$ cat src/rtl/flash_erase_pkg.sv
package flash_erase_pkg;
  localparam logic [7:0] CMD_READ   = 8'h00;
  localparam logic [7:0] CMD_ERASE  = 8'h20;
  localparam logic [7:0] CMD_EVERIF = 8'hA0;
  localparam logic [7:0] BYTE_ERASED = 8'hFF;

  typedef enum logic [3:0] {
    ST_IDLE, ST_VPP, ST_CHK, ST_PGM, ST_ESET, ST_EGO, ST_EWAIT,
    ST_VCMD, ST_VWAIT, ST_VRD, ST_VDAT, ST_FIN
  } fe_state_e;
endpackage

$ cat src/rtl/flash_erase_timer.sv
module flash_erase_timer #(
  parameter int TW = 8
) (
  input  logic          clk_i,
  input  logic          rst_ni,
  input  logic          load_i,
  input  logic [TW-1:0] load_val_i,
  output logic          zero_o
);
  logic [TW-1:0] cnt_q;

  always_ff @(posedge clk_i or negedge rst_ni) begin
    if (!rst_ni)            cnt_q <= '0;
    else if (load_i)        cnt_q <= load_val_i;
    else if (cnt_q != '0)   cnt_q <= cnt_q - 1'b1;
  end

  assign zero_o = (cnt_q == '0);
endmodule

$ cat src/rtl/flash_erase_fsm.sv
module flash_erase_fsm
  import flash_erase_pkg::*;
#(
  parameter int ADDR_W      = 17,
  parameter int MAX_PULSES  = 1000,
  parameter int ERASE_WAIT  = 1000000,
  parameter int VERIFY_WAIT = 600,
  parameter int PW          = 10,
  parameter int TW          = 20
) (
  input  logic              clk_i,
  input  logic              rst_ni,
  input  logic              start_i,
  input  logic              vpp_ready_i,
  output logic              pre_req_o,
  output logic              pre_prog_o,
  input  logic              pre_ack_i,
  input  logic              pre_zero_i,
  output logic              bus_wr_o,
  output logic              bus_rd_o,
  output logic [ADDR_W-1:0] bus_addr_o,
  output logic [7:0]        bus_wdata_o,
  input  logic [7:0]        bus_rdata_i,
  input  logic              bus_rvalid_i,
  output logic              busy_o,
  output logic              done_o,
  output logic              pass_o,
  output logic              fail_o,
  output logic [PW-1:0]     pulse_o,
  output logic              tmr_load_o,
  output logic [TW-1:0]     tmr_val_o,
  input  logic              tmr_zero_i
);
  localparam logic [ADDR_W-1:0] LAST_ADDR = '1;
  localparam logic [PW-1:0]     PULSE_CAP = PW'(MAX_PULSES);
  localparam logic [TW-1:0]     EW_LOAD   = TW'(ERASE_WAIT - 1);
  localparam logic [TW-1:0]     VW_LOAD   = TW'(VERIFY_WAIT - 1);

  fe_state_e         state_q, state_d;
  logic [ADDR_W-1:0] addr_q;
  logic [PW-1:0]     pulse_q;
  logic              verdict_q, done_q, pass_q, fail_q;
  logic              byte_ok;

  assign byte_ok = (bus_rdata_i == BYTE_ERASED);

  always_comb begin
    state_d = state_q;
    unique case (state_q)
      ST_IDLE:  if (start_i) state_d = ST_VPP;
      ST_VPP:   if (vpp_ready_i) state_d = ST_CHK;
      ST_CHK:   if (pre_ack_i) state_d = pre_zero_i ? ST_ESET : ST_PGM;
      ST_PGM:   if (pre_ack_i) state_d = ST_ESET;
      ST_ESET:  state_d = ST_EGO;
      ST_EGO:   state_d = ST_EWAIT;
      ST_EWAIT: if (tmr_zero_i) state_d = ST_VCMD;
      ST_VCMD:  state_d = ST_VWAIT;
      ST_VWAIT: if (tmr_zero_i) state_d = ST_VRD;
      ST_VRD:   state_d = ST_VDAT;
      ST_VDAT: begin
        if (bus_rvalid_i) begin
          if (byte_ok) state_d = (addr_q == LAST_ADDR) ? ST_FIN : ST_VCMD;
          else         state_d = (pulse_q == PULSE_CAP) ? ST_FIN : ST_ESET;
        end
      end
      ST_FIN:   state_d = ST_IDLE;
      default:  state_d = ST_IDLE;
    endcase
  end

  always_ff @(posedge clk_i or negedge rst_ni) begin
    if (!rst_ni) begin
      state_q   <= ST_IDLE;
      addr_q    <= '0;
      pulse_q   <= '0;
      verdict_q <= 1'b0;
      done_q    <= 1'b0;
      pass_q    <= 1'b0;
      fail_q    <= 1'b0;
    end else begin
      state_q <= state_d;
      done_q  <= 1'b0;
      case (state_q)
        ST_IDLE: if (start_i) begin
          pass_q <= 1'b0;
          fail_q <= 1'b0;
        end
        ST_CHK, ST_PGM: if (state_d == ST_ESET) begin
          addr_q  <= '0;
          pulse_q <= PW'(1);
        end
        ST_VDAT: if (bus_rvalid_i) begin
          if (byte_ok) begin
            if (addr_q == LAST_ADDR) verdict_q <= 1'b1;
            else                     addr_q    <= addr_q + 1'b1;
          end else if (pulse_q == PULSE_CAP) begin
            verdict_q <= 1'b0;
          end else begin
            pulse_q <= pulse_q + 1'b1;  // verification resumes at addr_q
          end
        end
        ST_FIN: begin
          done_q <= 1'b1;
          pass_q <= verdict_q;
          fail_q <= !verdict_q;
        end
        default: ;
      endcase
    end
  end

  always_comb begin
    bus_wr_o    = 1'b0;
    bus_wdata_o = CMD_READ;
    unique case (state_q)
      ST_ESET, ST_EGO: begin bus_wr_o = 1'b1; bus_wdata_o = CMD_ERASE;  end
      ST_VCMD:         begin bus_wr_o = 1'b1; bus_wdata_o = CMD_EVERIF; end
      ST_FIN:          begin bus_wr_o = 1'b1; bus_wdata_o = CMD_READ;   end
      default: ;
    endcase
  end

  assign bus_rd_o   = (state_q == ST_VRD);
  assign bus_addr_o = addr_q;
  assign pre_req_o  = (state_q == ST_CHK) || (state_q == ST_PGM);
  assign pre_prog_o = (state_q == ST_PGM);
  assign busy_o     = (state_q != ST_IDLE);
  assign done_o     = done_q;
  assign pass_o     = pass_q;
  assign fail_o     = fail_q;
  assign pulse_o    = pulse_q;
  assign tmr_load_o = (state_q == ST_EGO) || (state_q == ST_VCMD);
  assign tmr_val_o  = (state_q == ST_EGO) ? EW_LOAD : VW_LOAD;
endmodule

$ cat src/rtl/flash_erase_seq.sv
module flash_erase_seq #(
  parameter int ADDR_W      = 17,
  parameter int MAX_PULSES  = 1000,
  parameter int ERASE_WAIT  = 1000000,
  parameter int VERIFY_WAIT = 600
) (
  input  logic              clk_i,
  input  logic              rst_ni,
  input  logic              start_i,
  input  logic              vpp_ready_i,
  output logic              pre_req_o,
  output logic              pre_prog_o,
  input  logic              pre_ack_i,
  input  logic              pre_zero_i,
  output logic              bus_wr_o,
  output logic              bus_rd_o,
  output logic [ADDR_W-1:0] bus_addr_o,
  output logic [7:0]        bus_wdata_o,
  input  logic [7:0]        bus_rdata_i,
  input  logic              bus_rvalid_i,
  output logic              busy_o,
  output logic              done_o,
  output logic              pass_o,
  output logic              fail_o
);
  localparam int PW   = $clog2(MAX_PULSES + 1);
  localparam int WMAX = (ERASE_WAIT > VERIFY_WAIT) ? ERASE_WAIT : VERIFY_WAIT;
  localparam int TW   = $clog2(WMAX + 1);

  logic [PW-1:0] pulse_cnt;
  logic          tmr_load, tmr_zero;
  logic [TW-1:0] tmr_val;

  flash_erase_fsm #(
    .ADDR_W(ADDR_W), .MAX_PULSES(MAX_PULSES), .ERASE_WAIT(ERASE_WAIT),
    .VERIFY_WAIT(VERIFY_WAIT), .PW(PW), .TW(TW)
  ) u_fsm (
    .clk_i, .rst_ni, .start_i, .vpp_ready_i,
    .pre_req_o, .pre_prog_o, .pre_ack_i, .pre_zero_i,
    .bus_wr_o, .bus_rd_o, .bus_addr_o, .bus_wdata_o, .bus_rdata_i, .bus_rvalid_i,
    .busy_o, .done_o, .pass_o, .fail_o,
    .pulse_o(pulse_cnt), .tmr_load_o(tmr_load), .tmr_val_o(tmr_val),
    .tmr_zero_i(tmr_zero)
  );

  flash_erase_timer #(.TW(TW)) u_tmr (
    .clk_i, .rst_ni, .load_i(tmr_load), .load_val_i(tmr_val), .zero_o(tmr_zero)
  );
endmodule

$ cat config.mk
export PLATFORM = sky130hd
export DESIGN_NAME = flash_erase_seq
export DESIGN_NICKNAME = d
export VERILOG_FILES = /design/src/rtl/flash_erase_pkg.sv /design/src/rtl/flash_erase_timer.sv /design/src/rtl/flash_erase_fsm.sv /design/src/rtl/flash_erase_seq.sv
export SDC_FILE = /design/constraint.sdc
export NUM_CORES = 1
export LEC_CHECK = 0
export ABC_CLOCK_PERIOD_IN_PS = 4700
export BUFFER_PORTS_ARGS = -buffer_cell sky130_fd_sc_hd__buf_4
export CAP_MARGIN = 20
export CORE_MARGIN = 10
export CORE_UTILIZATION = 45
export DETAILED_ROUTE_END_ITERATION = 12
export GPL_TIMING_DRIVEN = 1
export PLACE_DENSITY_LB_ADDON = 0.25
export SYNTH_ARGS = -nofsm -noshare
export SYNTH_HDL_FRONTEND = slang
export SYNTH_SLANG_ARGS = --single-unit
$ cat constraint.sdc
create_clock -name clk_i -period 4.7 [get_ports clk_i]
set_input_delay 0.94 -clock clk_i [delete_from_list [all_inputs] [get_ports clk_i]]
set_output_delay 0.94 -clock clk_i [all_outputs]
set_load 0.01 [all_outputs]
==> run metrics, run 1 <==
status completed; area delta synth->final 13.6%; skew final between 0.007 and 0.008 ns; Die Ht approximately 100 microns; CTS Buf Count 5; share of layout cells above drive strength 1 0.150; first-pass GRT wire length roughly 13 mm; DIE WIDTH 104 microns; post-synthesis sequential area ratio 0.431; CTS Hold Buffers Added 0; clk_lat worst skew a little over 0.3 ns; Initial Utilization 0.467; worst vdd ir between 0.00015 and 0.0002 V; top_reg_cell synth dfrtp_1; die area between 10000 and 15000 sq um; cell area after synthesis between 3000 and 4000 sq um; Slew HR 0.495; max-slew violations 0; DRT iter0 DRCs approximately 140; Via density 5.46; top cells by area, synth dfrtp_1, nor2_1, nand2_1; Final min period between 3 and 4 ns; Global Route Usage Sum 0.135; Clock Tree Buf Depth 2; TritonRoute pass-1 iters 4; power density over the cells 431 nW/um^2; placer congestion estimate 0.839; max cap viols 0; clock sink count 55; ANT cells 0; final worst path period share 0.683; Routed WL between 7 and 8 mm; WP buf/inv 0; Top Family by Delay on Critical Path simple AND/OR/NAND/NOR gates; fmax a little over 300 MHz; nets@finish just over 400; grt ovf 0; Placed Cells 483; setup TNS 0 ns; top cell type by total area after synthesis dfrtp_1; unrepaired setup endpoints after global routing no; Critical Path Slowest Stage Cell nor3_2; row count 30; largest net degree at the start of global routing 56; Post-Layout Cell Count 490; Core Footprint 6830 sq um; Yosys cell types roughly 50; Max stage delay on crit path about 0.50 ns; Util after Layout 0.531; LEAKAGE between 1.5 and 2 nW; Cell Chain, Critical Path nand3_1 -> or3_1 -> or2_2 -> nor3_1 -> ha_1 -> nand2b_1 -> nor4_4 -> or2_2 -> nor3_2 -> nor4_1 -> mux2i_1; final setup violation count 0; initial antenna violation count 0; Syn Area/Cell about 8.9 sq um; clock slew at reported path FFs around 0.1 ns; Final Hold Fails 0; crit path kind reg2reg; drc violations 0; Final ANT Viol Nets 0; Post-synth EDFFs 0; synthesized netlist cell count approximately 360; # IOs 48; maximum level of the CTS H-tree 2; # Post-CTS Setup Buffers 0; total vias in the final route between 2000 and 3000; crit end category flop; Resized cells post-CTS 0; CTS tree yes; vias in the first global route ~2600; share of the synthesized area in the top cell type 0.431; Port Buffers 41; Min-Delay Path Class reg2reg; Routed WL per cell 14.7 microns; Critical Path AT between 3 and 4 ns; Crit path required time 4.89 ns; CP Launch Type flop; worst slew pin tran 0.758 ns; worst-path fanout max 13; register bit total from synthesis between 50 and 60; Yosys warning count 0; async set or reset register ratio after synthesis 1.00; Top cell by count, worst path or2_2; clock root cell clkbuf_8; post-DP HPWL between 5 and 6 mm
==> worst register-to-register path, stage by stage, from the launching register on <==
cell and delay [ns]:
dfrtp_1 0.43, nand3_1 0.14, or3_1 0.33, or2_2 0.32, nor3_1 0.27, ha_1 0.23, nand2b_1 0.16, nor4_4 0.06
or2_2 0.32, nor3_2 0.50, nor4_1 0.17, mux2i_1 0.15
==> cells in the mapped netlist (9+ instances only) <==
library cell / count
dfrtp_1: 55
nor2_1: 49
nand2_1: 34
a21oi_1: 22
o21ai_0: 14
inv_1: 13
nor3_1: 13
xnor2_1: 13
nand3_1: 12
xor2_1: 11
or4_1: 10
clkbuf_1: 9
==> routing by layer <==
metal,track usage,wire (microns),vias to the layer above
li1,-,-,1319
met1,0.180,3420,1284
met2,0.214,3330,66
met3,0.0304,362,5
met4,0.0358,70,0
met5,0,0,-
==> per-stage QoR <==
step / total power [W] / cell area (sq um) / hold WS [ns] / setup slack [ns]
6_report: 0.00156 / 3620 / 0.489 / 1.49
5_1_grt: 0.00170 / 3620 / 0.540 / 1.20
4_1_cts: 0.00157 / 3620 / 0.496 / 1.51
3_5_place_dp: 0.00130 / 3540 / 0.474 / 1.54
3_3_place_gp: 0.00128 / 3540 / 0.465 / 1.62
2_1_floorplan: 0.00114 / 3210 / 0.480 / 2.00
==> cells by family (layout without fill, tap and decap cells) <==
logic type / count (synthesis) / count (layout) / share of synthesized area
DFF: 55 / 55 / 0.431
other: 1 / 6 / 0.00117
xor gates and xnor gates: 24 / 24 / 0.0659
buffers and inverters: 30 / 61 / 0.0470
muxes: 5 / 5 / 0.0157
and+or+nand+nor: 177 / 177 / 0.301
adders and majority gates: 5 / 5 / 0.0196
AOI/OAI and AO/OA: 61 / 61 / 0.118
==> final cells by class <==
type | count | area, sq um
fill | 657 | 3210
multi-input combinational | 278 | 1680
sequential | 55 | 1380
timing repair buffer | 41 | 308
tap | 96 | 120
clock buffer | 6 | 82.6
inverter | 13 | 48.8
clock inverter | 1 | 5.00
==> final timing paths <==
| kind | start | to | slack (ns) | depth (start not counted) |
|---|---|---|---|---|
| max | u_fsm.bus_addr_o[7] | u_fsm.pulse_o[7] | 1.49 | 11 |
| min in group asynchronous | rst_ni | u_tmr.cnt_q[18] | 0.66 | 1 |
| max in group asynchronous | rst_ni | u_fsm.bus_addr_o[3] | 3.57 | 1 |
| min reg2reg | u_fsm.fail_o | u_fsm.fail_o | 0.49 | 2 |
| max reg2reg | u_fsm.bus_addr_o[7] | u_fsm.pulse_o[7] | 1.49 | 11 |
| min | u_fsm.fail_o | u_fsm.fail_o | 0.49 | 2 |
==> flip-flops by register name, summed over array words and instances, names as in the netlist <==
register and flops:
u_fsm.done_o 1, u_fsm.pulse_o 10, u_fsm.bus_addr_o 17, u_fsm.verdict_q 1, u_fsm.fail_o 1, u_fsm.state_q 4
u_tmr.cnt_q 20, u_fsm.pass_o 1
==> placed cells by master, fill, tap and decap left out, types with 10 or more instances in the layout <==
cell type  count
xor2_1        11
nor3_1        13
nor2_1        49
buf_4         41
o21ai_0       14
xnor2_1       13
nand2_1       34
a21oi_1       22
nand3_1       12
inv_1         13
or4_1         10
dfrtp_1       55
==> power by group <==
part | switching [W] | leakage (nW) | internal (W) | total (W)
registers | 0.000147 | 0.722 | 0.000572 | 0.000719
clock network | 0.000154 | 0.0470 | 0.000116 | 0.000270
logic | 0.000332 | 0.827 | 0.000243 | 0.000575
Power figures use the tool's default switching activity.
==> inputs of run 2 (changes only) <==
--- a/config.mk
+++ b/config.mk
@@ -5,7 +5,7 @@
 export SDC_FILE = /design/constraint.sdc
 export NUM_CORES = 1
 export LEC_CHECK = 0
-export ABC_CLOCK_PERIOD_IN_PS = 4700
+export ABC_CLOCK_PERIOD_IN_PS = 3020
 export BUFFER_PORTS_ARGS = -buffer_cell sky130_fd_sc_hd__buf_4
 export CAP_MARGIN = 20
 export CORE_MARGIN = 10
==> constraint.sdc (replaced) <==
create_clock -name clk_i -period 3.02 [get_ports clk_i]
set_input_delay 0.604 -clock clk_i [delete_from_list [all_inputs] [get_ports clk_i]]
set_output_delay 0.604 -clock clk_i [all_outputs]
set_load 0.01 [all_outputs]
==> run metrics, run 2 (synthesis gave the netlist of run 1 again) <==
status completed; CP Launch Point u_fsm.bus_addr_o[7]; Fillers 640 (-2.6%); total vias in the final route 2699 (+0.93%); crit end category flop; Clock power frac 0.167 (-0.006); share of layout cells above drive strength 1 0.184 (+0.0345); max-slew violations 0 (unchanged); clock sink count 55 (unchanged); area delta synth->final 17.0%; power density over the cells 661 nW/um^2 (+53%); Final min period 2.80 ns (-0.409 ns); Critical Path Sink u_fsm.pulse_o[8]; TritonRoute pass-1 iters 4 (unchanged); Die Ht 104 microns (unchanged); Psw 0.000998 W (+58%); max reg flops 20 (unchanged); FF-to-FF End u_fsm.pulse_o[8]; worst reg2reg setup slack 0.22 ns (-1.27 ns); r2r startpoint u_fsm.bus_addr_o[7]; vias in the first global route 2644 (+2.1%); Gate power share 0.391 (+0.023); Critical Path AT 2.99 ns (-0.41 ns); fmax 357 MHz (+15%); largest net degree at the start of global routing 56 (unchanged); Via density 5.37 (-1.7%); Min-Delay Path Class in2async; internal power 0.00147 W (+58%); Slew HR 0.526 (+0.0314); sw frac 0.404 (-0.000656); Post-Layout Cell Count 503 (+2.7%); DRT iter0 DRCs 166 (+21%); register share of total power 0.442 (-0.018); clock slew at reported path FFs 0.11 ns (about the same); die area 10900 sq um (unchanged); cell count of the worst reg-to-reg path 12 (+1); row count 30 (unchanged); register area 1380 sq um (about the same); Largest Register u_tmr.cnt_q; Clock Tree Buf Depth 2 (unchanged); Crit path required time 3.21 ns (-1.68 ns); worst vdd ir 0.000241 V (+49%); maximum level of the CTS H-tree 2 (unchanged); Final ANT Viol Nets 0 (unchanged); Core Footprint 6830 sq um (unchanged); Critical Path Slowest Stage Cell dfrtp_2; max cap viols 0 (unchanged); CTS Hold Buffers Added 0 (unchanged); Initial Utilization 0.467 (unchanged); # IOs 48 (unchanged); setup TNS 0 ns (unchanged); ANT cells 0 (unchanged); worst-path fanout max 13 (unchanged); Multi-input gate area 1700 sq um (+0.82%); clk_lat worst skew 0.32 ns (about the same); final setup violation count 0 (unchanged); Routed WL per cell 14.6 microns (-0.32%); DIE WIDTH 104 microns (unchanged); most frequent cells in the layout dfrtp_1, buf_4, nor2_1; nets@finish 426 (+2.9%); Final Hold Fails 0 (unchanged); clock root cell clkbuf_8; Top cell by count, worst path or2_2; Max stage delay on crit path 0.41 ns (-0.09 ns); initial antenna violation count 0 (unchanged); Routed WL 7.35 mm (+2.3%); skew final 0.0164 ns (+0.00877 ns); LEAKAGE 1.66 nW (+4.1%); CP Launch Type flop; final worst path period share 0.927 (+0.244); Global Route Usage Sum 0.136 (+0.00129); post-DP HPWL 5.38 mm (+5.1%); Cell Chain, Critical Path nand3_1 -> or3_1 -> or2_2 -> nor3_4 -> ha_2 -> nand2b_1 -> nor4_4 -> or2_2 -> nor3_2 -> buf_6 -> nor4_1 -> mux2i_1; Placed Cells 493 (+2.1%); CTS tree yes; CTS Buf Count 5 (unchanged); grt ovf 0 (unchanged); first-pass GRT wire length 12.8 mm (+0.44%); commonest non-fill, non-tap cell in the layout dfrtp_1; drc violations 0 (unchanged); crit path kind reg2reg; placer congestion estimate 0.830 (-1.1%); Fin Hold WS 0.315 ns (-0.174 ns); Port Buffers 41 (unchanged); worst slew pin tran 0.711 ns (-0.0471 ns)
run 2: power groups by stage:
stage / clock [W] / combinational (W) / sequential, W
floorplan: 0 / 0.000746 / 0.00103
global placement: 0 / 0.000939 / 0.00110
detailed placement: 0 / 0.000968 / 0.00110
CTS: 0.000428 / 0.000970 / 0.00109
global route: 0.000453 / 0.00111 / 0.00113
finish: 0.000413 / 0.000966 / 0.00109
run 2: timing repair:
item,4_1_cts,5_1_grt
setup endpoints to repair,0,8
resized for setup,0,5
buffers inserted,0,2
run 2: worst min path at each step:
stage / start / end / cells after the start
finish: rst_ni / u_tmr.cnt_q[6] / 1
global route: rst_ni / u_tmr.cnt_q[6] / 1
CTS: rst_ni / u_tmr.cnt_q[6] / 1
detailed placement: u_fsm.fail_o / u_fsm.fail_o / 2
global placement: u_fsm.fail_o / u_fsm.fail_o / 2
floorplan: rst_ni / u_fsm.bus_addr_o[0] / 0
run 2: cell type report:
| type | instances | area share |
|---|---|---|
| well taps | 96 | 0.0322 |
| repair buffers | 53 | 0.108 |
| inverters | 13 | 0.0131 |
| flip-flops and latches | 55 | 0.369 |
| clock buffers | 5 | 0.0184 |
| clock inverters | 3 | 0.00536 |
| multi-input cells | 278 | 0.455 |
run 2: worst max-delay path: cells and delay by family, from the launching register on:
| family | cells | cell delay [ns] |
|---|---|---|
| simple gates | 9 | 1.76 |
| flops | 1 | 0.41 |
| fa+ha+maj | 1 | 0.22 |
| buf+inv | 1 | 0.16 |
| mux | 1 | 0.13 |
run 2: routing by layer:
metal / wire length [microns] / part of all wire / GRT usage
met1: 3570 / 0.49 / 0.179
met2: 3410 / 0.46 / 0.219
met3: 306 / 0.042 / 0.0328
met4: 61 / 0.0083 / 0.0328
met5: 0 / 0 / 0
run 2: through the flow:
stage	utilization	setup WS, ns	power (W)	instance area, sq um
after floorplan	-	0.317	0.00178	3210
after CTS	0.542	0.0830	0.00249	3700
after detailed placement	0.529	0.104	0.00207	3610
final	0.547	0.220	0.00247	3730
after global routing	0.547	-0.00915	0.00269	3730
after global placement	0.529	0.254	0.00203	3610
